--- src/rtl/rsq_pkg.sv ---
// Shared types for the reset sequencer.
// Assumes: phase codes and drive codes are seen at the top-level ports.
package rsq_pkg;

    localparam int PH_W  = 3;
    localparam int DRV_W = 2;

    typedef enum logic [PH_W-1:0] {
        PH_RUN      = 3'd0,
        PH_PWR_A    = 3'd1,
        PH_PWR_B    = 3'd2,
        PH_EXT_HOLD = 3'd3,
        PH_EXT_TAIL = 3'd4,
        PH_SHORT    = 3'd5
    } phase_e;

    localparam logic [DRV_W-1:0] DRV_HIZ   = 2'b00;
    localparam logic [DRV_W-1:0] DRV_RLOW  = 2'b01;
    localparam logic [DRV_W-1:0] DRV_SHIGH = 2'b10;

endpackage

--- src/rtl/rsq_sync.sv ---
// Multi-flop synchronizer bringing an asynchronous level into the sleep clock.
// Assumes: the input is a slow level. Output is low after reset.
module rsq_sync #(
    parameter int STAGES = 2
) (
    input  logic clk,
    input  logic rst_n,
    input  logic d_async,
    output logic q_sync
);

    logic [STAGES-1:0] chain;

    // Shift the asynchronous level through the flop chain.
    always_ff @(posedge clk) begin
        if (!rst_n) begin
            chain <= '0;
        end else begin
            chain <= {chain[STAGES-2:0], d_async};
        end
    end

    assign q_sync = chain[STAGES-1];

endmodule

--- src/rtl/rsq_seq_fsm.sv ---
// Phase sequencer: chooses the winning reset source and times each phase.
// Assumes: request inputs are already in the clk domain.
// Priority is power-on, external, watchdog, boot failure.
module rsq_seq_fsm
    import rsq_pkg::*;
#(
    parameter int PWR_CYC   = 256,
    parameter int TAIL_CYC  = 8,
    parameter int SHORT_CYC = 8
) (
    input  logic   clk,
    input  logic   rst_n,
    input  logic   pwr_take,
    input  logic   ext_level,
    input  logic   wdt_take,
    input  logic   boot_take,
    output phase_e phase_q
);

    localparam int MAX_A = (PWR_CYC > TAIL_CYC) ? PWR_CYC : TAIL_CYC;
    localparam int MAX_C = (MAX_A > SHORT_CYC) ? MAX_A : SHORT_CYC;
    localparam int CNT_W = (MAX_C > 2) ? $clog2(MAX_C) : 1;

    localparam logic [CNT_W-1:0] PWR_LAST   = CNT_W'(PWR_CYC - 1);
    localparam logic [CNT_W-1:0] TAIL_LAST  = CNT_W'(TAIL_CYC - 1);
    localparam logic [CNT_W-1:0] SHORT_LAST = CNT_W'(SHORT_CYC - 1);

    phase_e           ph_d;
    logic [CNT_W-1:0] cnt_q;
    logic [CNT_W-1:0] cnt_d;

    // Next phase and counter: requests restart a phase, otherwise phases run out.
    always_comb begin
        ph_d  = phase_q;
        cnt_d = cnt_q + 1'b1;
        if (pwr_take) begin
            ph_d  = PH_PWR_A;
            cnt_d = '0;
        end else if (ext_level) begin
            ph_d  = PH_EXT_HOLD;
            cnt_d = '0;
        end else if (wdt_take || boot_take) begin
            ph_d  = PH_SHORT;
            cnt_d = '0;
        end else begin
            case (phase_q)
                PH_PWR_A: if (cnt_q == PWR_LAST) begin
                    ph_d  = PH_PWR_B;
                    cnt_d = '0;
                end
                PH_PWR_B: if (cnt_q == PWR_LAST) begin
                    ph_d  = PH_RUN;
                    cnt_d = '0;
                end
                PH_EXT_HOLD: begin
                    ph_d  = PH_EXT_TAIL;
                    cnt_d = '0;
                end
                PH_EXT_TAIL: if (cnt_q == TAIL_LAST) begin
                    ph_d  = PH_RUN;
                    cnt_d = '0;
                end
                PH_SHORT: if (cnt_q == SHORT_LAST) begin
                    ph_d  = PH_RUN;
                    cnt_d = '0;
                end
                default: begin
                    ph_d  = PH_RUN;
                    cnt_d = '0;
                end
            endcase
        end
    end

    // Phase and counter registers, entering the first power-on phase at reset.
    always_ff @(posedge clk) begin
        if (!rst_n) begin
            phase_q <= PH_PWR_A;
            cnt_q   <= '0;
        end else begin
            phase_q <= ph_d;
            cnt_q   <= cnt_d;
        end
    end

endmodule

--- src/rtl/rsq_cause_log.sv ---
// Sticky reset-cause flags with write-1-to-clear, plus the watchdog enable.
// Assumes: at most one win_* input is high per cycle (the top enforces priority).
module rsq_cause_log (
    input  logic       clk,
    input  logic       rst_n,
    input  logic       win_pwr,
    input  logic       win_ext,
    input  logic       win_wdt,
    input  logic       win_boot,
    input  logic       any_take,
    input  logic [2:0] clr0,
    input  logic       clr1,
    input  logic       en_wr,
    input  logic       en_wdata,
    output logic [2:0] sts0_q,
    output logic       sts1_q,
    output logic       wdt_en_q
);

    // Cause flags: power-on overwrites everything; otherwise a set wins over a clear.
    always_ff @(posedge clk) begin
        if (!rst_n || win_pwr) begin
            sts0_q <= 3'b001;
            sts1_q <= 1'b0;
        end else begin
            sts0_q <= (sts0_q & ~clr0) | {win_wdt, win_ext, 1'b0};
            sts1_q <= (sts1_q & ~clr1) | win_boot;
        end
    end

    // Watchdog enable: defaults off and drops whenever any reset is taken.
    always_ff @(posedge clk) begin
        if (!rst_n || any_take) begin
            wdt_en_q <= 1'b0;
        end else if (en_wr) begin
            wdt_en_q <= en_wdata;
        end
    end

endmodule

--- src/rtl/reset_sequencer.sv ---
// Chip-level reset sequencer on the sleep clock.
// Synchronizes the external reset, arbitrates sources, times the release
// phases, decodes the handshake pin drive modes and keeps the cause flags.
// Assumes: the sleep clock runs whenever any reset source may be active.
module reset_sequencer #(
    parameter int PWR_CYC     = 256,
    parameter int TAIL_CYC    = 8,
    parameter int SHORT_CYC   = 8,
    parameter int SYNC_STAGES = 2
) (
    input  logic       clk,
    input  logic       rst_n,
    input  logic       por_req,
    input  logic       ext_rst_in,
    input  logic       wdt_expire,
    input  logic       wdt_en_wr,
    input  logic       wdt_en_wdata,
    input  logic       boot_fail,
    input  logic [2:0] sts0_clr,
    input  logic       sts1_clr,
    output logic [2:0] sts0,
    output logic       sts1,
    output logic       wdt_en,
    output logic       core_rst,
    output logic       gpio_hiz,
    output logic [1:0] pin_a_mode,
    output logic [1:0] pin_b_mode,
    output logic [2:0] phase
);

    import rsq_pkg::*;

    logic   ext_sync;
    logic   wdt_take;
    logic   win_pwr, win_ext, win_wdt, win_boot;
    phase_e ph;

    rsq_sync #(.STAGES(SYNC_STAGES)) u_sync (
        .clk     (clk),
        .rst_n   (rst_n),
        .d_async (ext_rst_in),
        .q_sync  (ext_sync)
    );

    // Source arbitration: one winner per cycle, in fixed priority.
    always_comb begin
        wdt_take = wdt_expire && wdt_en;
        win_pwr  = por_req;
        win_ext  = !por_req && ext_sync;
        win_wdt  = !por_req && !ext_sync && wdt_take;
        win_boot = !por_req && !ext_sync && !wdt_take && boot_fail;
    end

    rsq_seq_fsm #(
        .PWR_CYC   (PWR_CYC),
        .TAIL_CYC  (TAIL_CYC),
        .SHORT_CYC (SHORT_CYC)
    ) u_fsm (
        .clk       (clk),
        .rst_n     (rst_n),
        .pwr_take  (por_req),
        .ext_level (ext_sync),
        .wdt_take  (wdt_take),
        .boot_take (boot_fail),
        .phase_q   (ph)
    );

    rsq_cause_log u_cause (
        .clk      (clk),
        .rst_n    (rst_n),
        .win_pwr  (win_pwr),
        .win_ext  (win_ext),
        .win_wdt  (win_wdt),
        .win_boot (win_boot),
        .any_take (win_pwr || win_ext || win_wdt || win_boot),
        .clr0     (sts0_clr),
        .clr1     (sts1_clr),
        .en_wr    (wdt_en_wr),
        .en_wdata (wdt_en_wdata),
        .sts0_q   (sts0),
        .sts1_q   (sts1),
        .wdt_en_q (wdt_en)
    );

    // Drive-mode decode for the two handshake pins, per phase.
    always_comb begin
        pin_a_mode = DRV_HIZ;
        pin_b_mode = DRV_HIZ;
        case (ph)
            PH_PWR_A: begin
                pin_a_mode = DRV_SHIGH;
                pin_b_mode = DRV_RLOW;
            end
            PH_PWR_B, PH_EXT_HOLD, PH_EXT_TAIL: begin
                pin_a_mode = DRV_RLOW;
                pin_b_mode = DRV_RLOW;
            end
            default: begin
                pin_a_mode = DRV_HIZ;
                pin_b_mode = DRV_HIZ;
            end
        endcase
    end

    // Core reset and general pin tri-state follow every non-run phase.
    always_comb begin
        core_rst = (ph != PH_RUN);
        gpio_hiz = (ph != PH_RUN);
        phase    = ph;
    end

endmodule

--- config.mk ---
export PLATFORM = sky130hd
export DESIGN_NAME = reset_sequencer
export DESIGN_NICKNAME = d
export VERILOG_FILES = /design/src/rtl/rsq_pkg.sv /design/src/rtl/rsq_sync.sv /design/src/rtl/rsq_seq_fsm.sv /design/src/rtl/rsq_cause_log.sv /design/src/rtl/reset_sequencer.sv
export SDC_FILE = /design/constraint.sdc
export NUM_CORES = 1
export LEC_CHECK = 0
export ABC_AREA = 1
export BUFFER_PORTS_ARGS = -buffer_cell sky130_fd_sc_hd__buf_4
export CORE_UTILIZATION = 50
export CTS_BUF_LIST = sky130_fd_sc_hd__clkbuf_2
export CTS_CLUSTER_DIAMETER = 80
export DETAILED_ROUTE_END_ITERATION = 8
export GPL_ROUTABILITY_DRIVEN = 0
export GPL_TIMING_DRIVEN = 0
export HOLD_SLACK_MARGIN = 0.1
export PLACE_DENSITY = 0.86
export SETUP_SLACK_MARGIN = 0.2
export SLEW_MARGIN = 20
export SYNTH_ARGS = -nofsm -noshare
export SYNTH_HDL_FRONTEND = slang
export SYNTH_SLANG_ARGS = --single-unit
export TNS_END_PERCENT = 20
--- constraint.sdc ---
create_clock -name clk -period 1.4 [get_ports clk]
set_input_delay 0.14 -clock clk [delete_from_list [all_inputs] [get_ports clk]]
set_output_delay 0.14 -clock clk [all_outputs]
set_load 0.02 [all_outputs]
==> results of run 1 <==
[critical path, cell delays in order (launching register included)]
cell     delay, ps
dfxtp_2        390
inv_4           60
nor2_4         100
nand2_2         80
nand3_2         70
buf_6          110
[path summary, 6_finish.rpt]
path | startpoint | endpoint | slack (ps) | depth (start not counted)
worst max register to register | u_fsm.cnt_q[0]$_SDFF_PP0_ | u_fsm.cnt_q[5]$_SDFF_PP0_ | 180 | 8
worst min-delay path | boot_fail | u_cause.sts1_q$_SDFF_PP0_ | 100 | 3
worst min register to register | u_sync.chain[0]$_SDFF_PN0_ | u_sync.chain[1]$_SDFF_PN0_ | 430 | 2
worst max-delay path | u_fsm.phase_q[2]$_SDFFE_PP0P_ | pin_b_mode[0] | 140 | 5
[final cells by class]
cell class	count	area (um^2)	share of cell area
plain buffers	2	18.8	0.0140
clock buffers	3	15.0	0.0112
clock inverters	1	3.75	0.00281
inverters	23	93.8	0.0702
multi-input cells	76	497	0.372
flip-flops and latches	18	372	0.278
well taps	16	20.0	0.0150
repair buffers	38	317	0.237
[per-stage QoR]
step / total power, W / setup slack [ps] / instance area, um^2 / hold WS [ps]
final: 0.000937 / 143 / 1340 / 104
after global routing: 0.000965 / 92.5 / 1340 / 102
after detailed placement: 0.000678 / 100 / 1100 / 336
after global placement: 0.000674 / 131 / 1100 / 328
after CTS: 0.000924 / 169 / 1300 / 116
after floorplan: 0.000621 / 211 / 897 / 233
[registers in the layout, indices dropped and copies added, names as in the netlist]
register and count:
u_cause.wdt_en_q 1, u_cause.sts1_q 1, u_fsm.cnt_q 8, u_sync.chain 2, u_cause.sts0_q 3, u_fsm.phase_q 3
[routing by layer]
metal,wire length (um),vias up,track usage
met2,1080,17,0.388
met5,0,-,0
met3,61,5,0.0245
met4,19,0,0.0848
li1,-,455,-
met1,863,396,0.271
[Yosys cell counts]
master,number
dfxtp_1,18
inv_1,18
nand2_1,17
nor2_1,15
nand3_1,11
inv_2,5
nand2_2,5
a21oi_1,4
nor2_4,4
nand3_2,3
buf_4,2
o21ai_0,2
o21ai_1,2
a21oi_2,1
a31oi_1,1
conb_1,1
ha_1,1
mux2i_1,1
nand2_4,1
nor2_2,1
nor3b_1,1
o211ai_1,1
o21ai_2,1
or2_0,1
xnor2_1,1
xor2_1,1
[cells by family (layout without fill, tap and decap cells)]
kind of cell             count (synthesis)  in the layout  synth area share
multiplexers                             1              1            0.0113
adder cells (fa/ha/maj)                  1              1            0.0141
other                                    1              1           0.00422
buffers and inverters                   25             67             0.114
AND/OR/NAND/NOR                         59             59             0.352
AO/OA/AOI/OAI                           12             12            0.0802
flip-flops                              18             18             0.405
XOR/XNOR                                 2              2            0.0197
[timing repair]
| action | 4_1_cts | 5_1_grt |
|---|---|---|
| hold buffers | 8 | 0 |
| setup buffers | 6 | 0 |
| pin swaps | 3 | 7 |
| hold endpoints to repair | 7 | 0 |
| setup endpoints to repair | 14 | 15 |
| gates resized for setup | 20 | 5 |
[power groups by stage]
stage                     Clock (W)  Sequential (W)  Combinational (W)
after floorplan                   0        0.000549          0.0000719
after CTS                  0.000222        0.000530           0.000172
after detailed placement          0        0.000542           0.000135
after global routing       0.000238        0.000532           0.000195
after global placement            0        0.000542           0.000132
final                      0.000225        0.000531           0.000181
==> impl_metrics.ini, run 1 <==
[status]
run_status = finished with violations
failed_checks = design-rule violations

[worst_hold_path]
hp-class = input pin to flop

[critical_path]
highest_net_fanout_along_the_worst_path = 5
required_ps = 1260
worst-endpoint-arrival_ps = 1120
start_kind = flop
path_class = flop to primary output
worst_setup_path_end_kind = primary output

[clock_tree]
worst_skew_pair.late_latency_ps = 300
cts.sinks = 18
clk_transition_reported_paths_ps = 180
cts_tree = yes
clock_path_buffers = 2
cts_buffers = 3
cts-htree-levels = 1
cts_root_buf = clkbuf_2

[grt]
antenna_found_initial = 0
grt_pass1_wl_mm = 3.23
pin_count_of_the_biggest_net_entering_global_routing = 11
grt.total_usage = 0.219
grt_overflow = 0
first_global_vias = 826

[route]
num_vias = 873
route.final.wire_length_mm = 2.02
route.antenna.remaining_nets = 0
routed_wire_length_per_instance_um = 11.4
drt_iter0_drc = 14
drc = 2
vias_per_cell = 4.93
detailedRoute.firstPassIterationCount = 6

[layout]
utilization = 0.848
final_cell_mix = buf_4, inv_1, nor2_1, nand2_1, dfxtp_1
mostFrequentLayoutCell = buf_4
n_fill_cell = 90
final_nets = 175
drive_above_1_share = 0.435
synthToLayoutAreaGrowth_pct = 50.2
layout.cells.non_filler = 177
diodes = 0

[sta]
report.final.hold_viol_count = 0
setup_viol_count_final = 0
fin_tns_setup_ps = 0
clock_skews_ps = 12.3
period_needed_ps = 1260
clock.fmax_mhz = 795
final-max-slew-violation-count = 0
grt_setup_unrepaired = yes
post-route-period-util = 0.898

[yosys]
post-synth-top-area-cell = dfxtp_1
synth_sequential_area_ratio = 0.405
ys_ff_latch = 18
syn_avg_cell_area_um2 = 7.48
netlist_instances = 119
ys_types = 26
area_share_of_the_leading_cell_type_in_the_synthesized_netlist = 0.405
syn-cell-area_um2 = 890
syn-num-nets = 132
synth.top_cells.by_area = dfxtp_1, inv_1, nand2_1, nor2_1, nand3_1
yosys_warnings = 0

[die]
core_region_area_um2 = 1580
die_y_extent_um = 44.2
initial_utilization = 0.564
placement_rows = 14
die-area_um2 = 1950
floorplan.io_pins = 26
chipWidth_um = 44.2

[pwr]
proportion_of_power_drawn_by_the_clock_network = 0.240
switching_share = 0.282
sequentialPowerShare = 0.567
power.leakage_nw = 0.622
worst_supply_voltage_drop_on_vdd_v = 0.000560
internal_power_summed_over_all_cells_w = 0.000672
power.switching_w = 0.000264
combinational_share_of_power = 0.193
p_per_area_nw_per_um2 = 701

[job]
timing.max_cap.violations = 0

[place]
placed_cells_incl_taps = 159
hpwl_after_detailed_placement_mm = 1.33
numPortBuffers = 24
Note: power is estimated with default switching activity, not from simulation.
==> run 2, diff against run 1 <==
--- a/config.mk
+++ b/config.mk
@@ -7,14 +7,14 @@
 export LEC_CHECK = 0
 export ABC_AREA = 1
 export BUFFER_PORTS_ARGS = -buffer_cell sky130_fd_sc_hd__buf_4
-export CORE_UTILIZATION = 50
+export CORE_UTILIZATION = 52
 export CTS_BUF_LIST = sky130_fd_sc_hd__clkbuf_2
 export CTS_CLUSTER_DIAMETER = 80
 export DETAILED_ROUTE_END_ITERATION = 8
 export GPL_ROUTABILITY_DRIVEN = 0
 export GPL_TIMING_DRIVEN = 0
 export HOLD_SLACK_MARGIN = 0.1
-export PLACE_DENSITY = 0.86
+export PLACE_DENSITY = 0.88
 export SETUP_SLACK_MARGIN = 0.2
 export SLEW_MARGIN = 20
 export SYNTH_ARGS = -nofsm -noshare
==> impl_metrics.ini, run 2 (synthesized netlist as in run 1, its figures left out) <==
[status]
run_status = finished with violations
failed_checks = design-rule violations

[worst_hold_path]
worstHoldPathCells = 4
hp-class = input pin to flop

[pwr]
power.leakage_nw = 0.647
worst_supply_voltage_drop_on_vdd_v = 0.000518
switching_share = 0.291
internal_power_summed_over_all_cells_w = 0.000678
combinational_share_of_power = 0.199
proportion_of_power_drawn_by_the_clock_network = 0.245
sequentialPowerShare = 0.556
p_per_area_nw_per_um2 = 700
power.switching_w = 0.000278

[clock_tree]
cts.sinks = 18
clk_transition_reported_paths_ps = 180
worst_skew_pair.late_latency_ps = 310
cts_buffers = 3
cts-htree-levels = 1
cts_tree = yes
cts_root_buf = clkbuf_2
clock_path_buffers = 2

[layout]
largest_registers_ranked_by_flip_flop_count = u_fsm.cnt_q: 8 flops, u_cause.sts0_q: 3 flops, u_fsm.phase_q: 3 flops
utilization = 0.876
largest-register = u_fsm.cnt_q
mostFrequentLayoutCell = buf_4
final_nets = 180
largest_register_ff_count = 8
drive_above_1_share = 0.440
diodes = 0
n_fill_cell = 84
synthToLayoutAreaGrowth_pct = 53.6
layout.cells.non_filler = 182
final_cell_mix = buf_4, inv_1, nor2_1, nand2_1, dfxtp_1

[die]
floorplan.io_pins = 26
core_region_area_um2 = 1560
initial_utilization = 0.571
die-area_um2 = 1880
die_y_extent_um = 43.4
placement_rows = 14
chipWidth_um = 43.4

[critical_path]
path_class = flop to primary output
r2r.worst_path.cells = 8
start_kind = flop
required_ps = 1260
worst-endpoint-arrival_ps = 1130
worst_setup_path_end_kind = primary output
highest_net_fanout_along_the_worst_path = 5

[sta]
final-max-slew-violation-count = 0
fin_tns_setup_ps = 0
clock.fmax_mhz = 786
period_needed_ps = 1270
grt_setup_unrepaired = yes
final_hold_slack_ps = 123
post-route-period-util = 0.909
report.final.hold_viol_count = 0
clock_skews_ps = 1.91
setup_viol_count_final = 0

[grt]
grt_overflow = 0
grt.total_usage = 0.254
globalRouteMet2Util = 0.467
global_route.usage.met1 = 0.305
grt_pass1_wl_mm = 3.55
pin_count_of_the_biggest_net_entering_global_routing = 11
global_route.peak_usage_layer = met2
first_global_vias = 853
antenna_found_initial = 0
grt_util_met3 = 0.0375

[route]
num_vias = 933
drc = 4
route.antenna.remaining_nets = 0
route.final.wire_length_mm = 2.47
routed_wire_length_per_instance_um = 13.6
detailedRoute.firstPassIterationCount = 6
drt_iter0_drc = 23
vias_per_cell = 5.13

[job]
timing.max_cap.violations = 0

[place]
numPortBuffers = 24
hpwl_after_detailed_placement_mm = 1.41
placed_cells_incl_taps = 159
run 2: worst paths after layout:
kind,start,to,slack [ps]
setup / recovery,u_fsm.phase_q[0]$_SDFFE_PP1P_,gpio_hiz,130
setup reg to reg,u_fsm.phase_q[2]$_SDFFE_PP0P_,u_fsm.cnt_q[1]$_SDFF_PP0_,150
hold / removal,por_req,u_fsm.phase_q[2]$_SDFFE_PP0P_,120
hold reg to reg,u_sync.chain[0]$_SDFF_PN0_,u_sync.chain[1]$_SDFF_PN0_,460
run 2: repair_timing:
action | CTS | global route
hold endpoints to repair | 7 | 2
setup buffers | 7 | 2
pin swaps | 2 | 8
hold buffers | 8 | 2
gates resized for setup | 14 | 9
setup endpoints to repair | 14 | 14
run 2: power groups by stage:
stage	sequential, W	combinational (W)	clock [W]
2_1_floorplan	0.000549	0.0000719	0
3_3_place_gp	0.000542	0.000132	0
3_5_place_dp	0.000543	0.000136	0
4_1_cts	0.000530	0.000173	0.000227
5_1_grt	0.000533	0.000203	0.000262
6_report	0.000532	0.000190	0.000234
run 2: per-stage QoR:
step | cell area, um^2 | setup slack (ps) | total power (W)
6_report | 1370 | 128 | 0.000956
5_1_grt | 1370 | 65.7 | 0.000998
4_1_cts | 1290 | 137 | 0.000930
3_5_place_dp | 1100 | 86.8 | 0.000679
3_3_place_gp | 1100 | 130 | 0.000674
2_1_floorplan | 897 | 211 | 0.000621
run 2: area by class of cell:
class                   count  area [um^2]  share of cell area
plain buffers               2         18.8              0.0137
clock buffers               3         15.0              0.0110
clock inverters             1         3.75             0.00275
inverters                  23         93.8              0.0687
multi-input cells          76          484               0.354
flip-flops and latches     18          372               0.272
well taps                  16         20.0              0.0147
repair buffers             43          359               0.263
run 2: critical path: stages, from the launching register on:
cell,delay (ps)
dfxtp_4,410
inv_4,80
nand3_2,90
buf_6,120
buf_6,120
run 2: per-layer routing:
metal / part of all wire / vias to the layer above
met5: 0 / -
met4: 0.0081 / 0
met3: 0.058 / 2
met2: 0.53 / 43
met1: 0.40 / 429
li1: - / 459
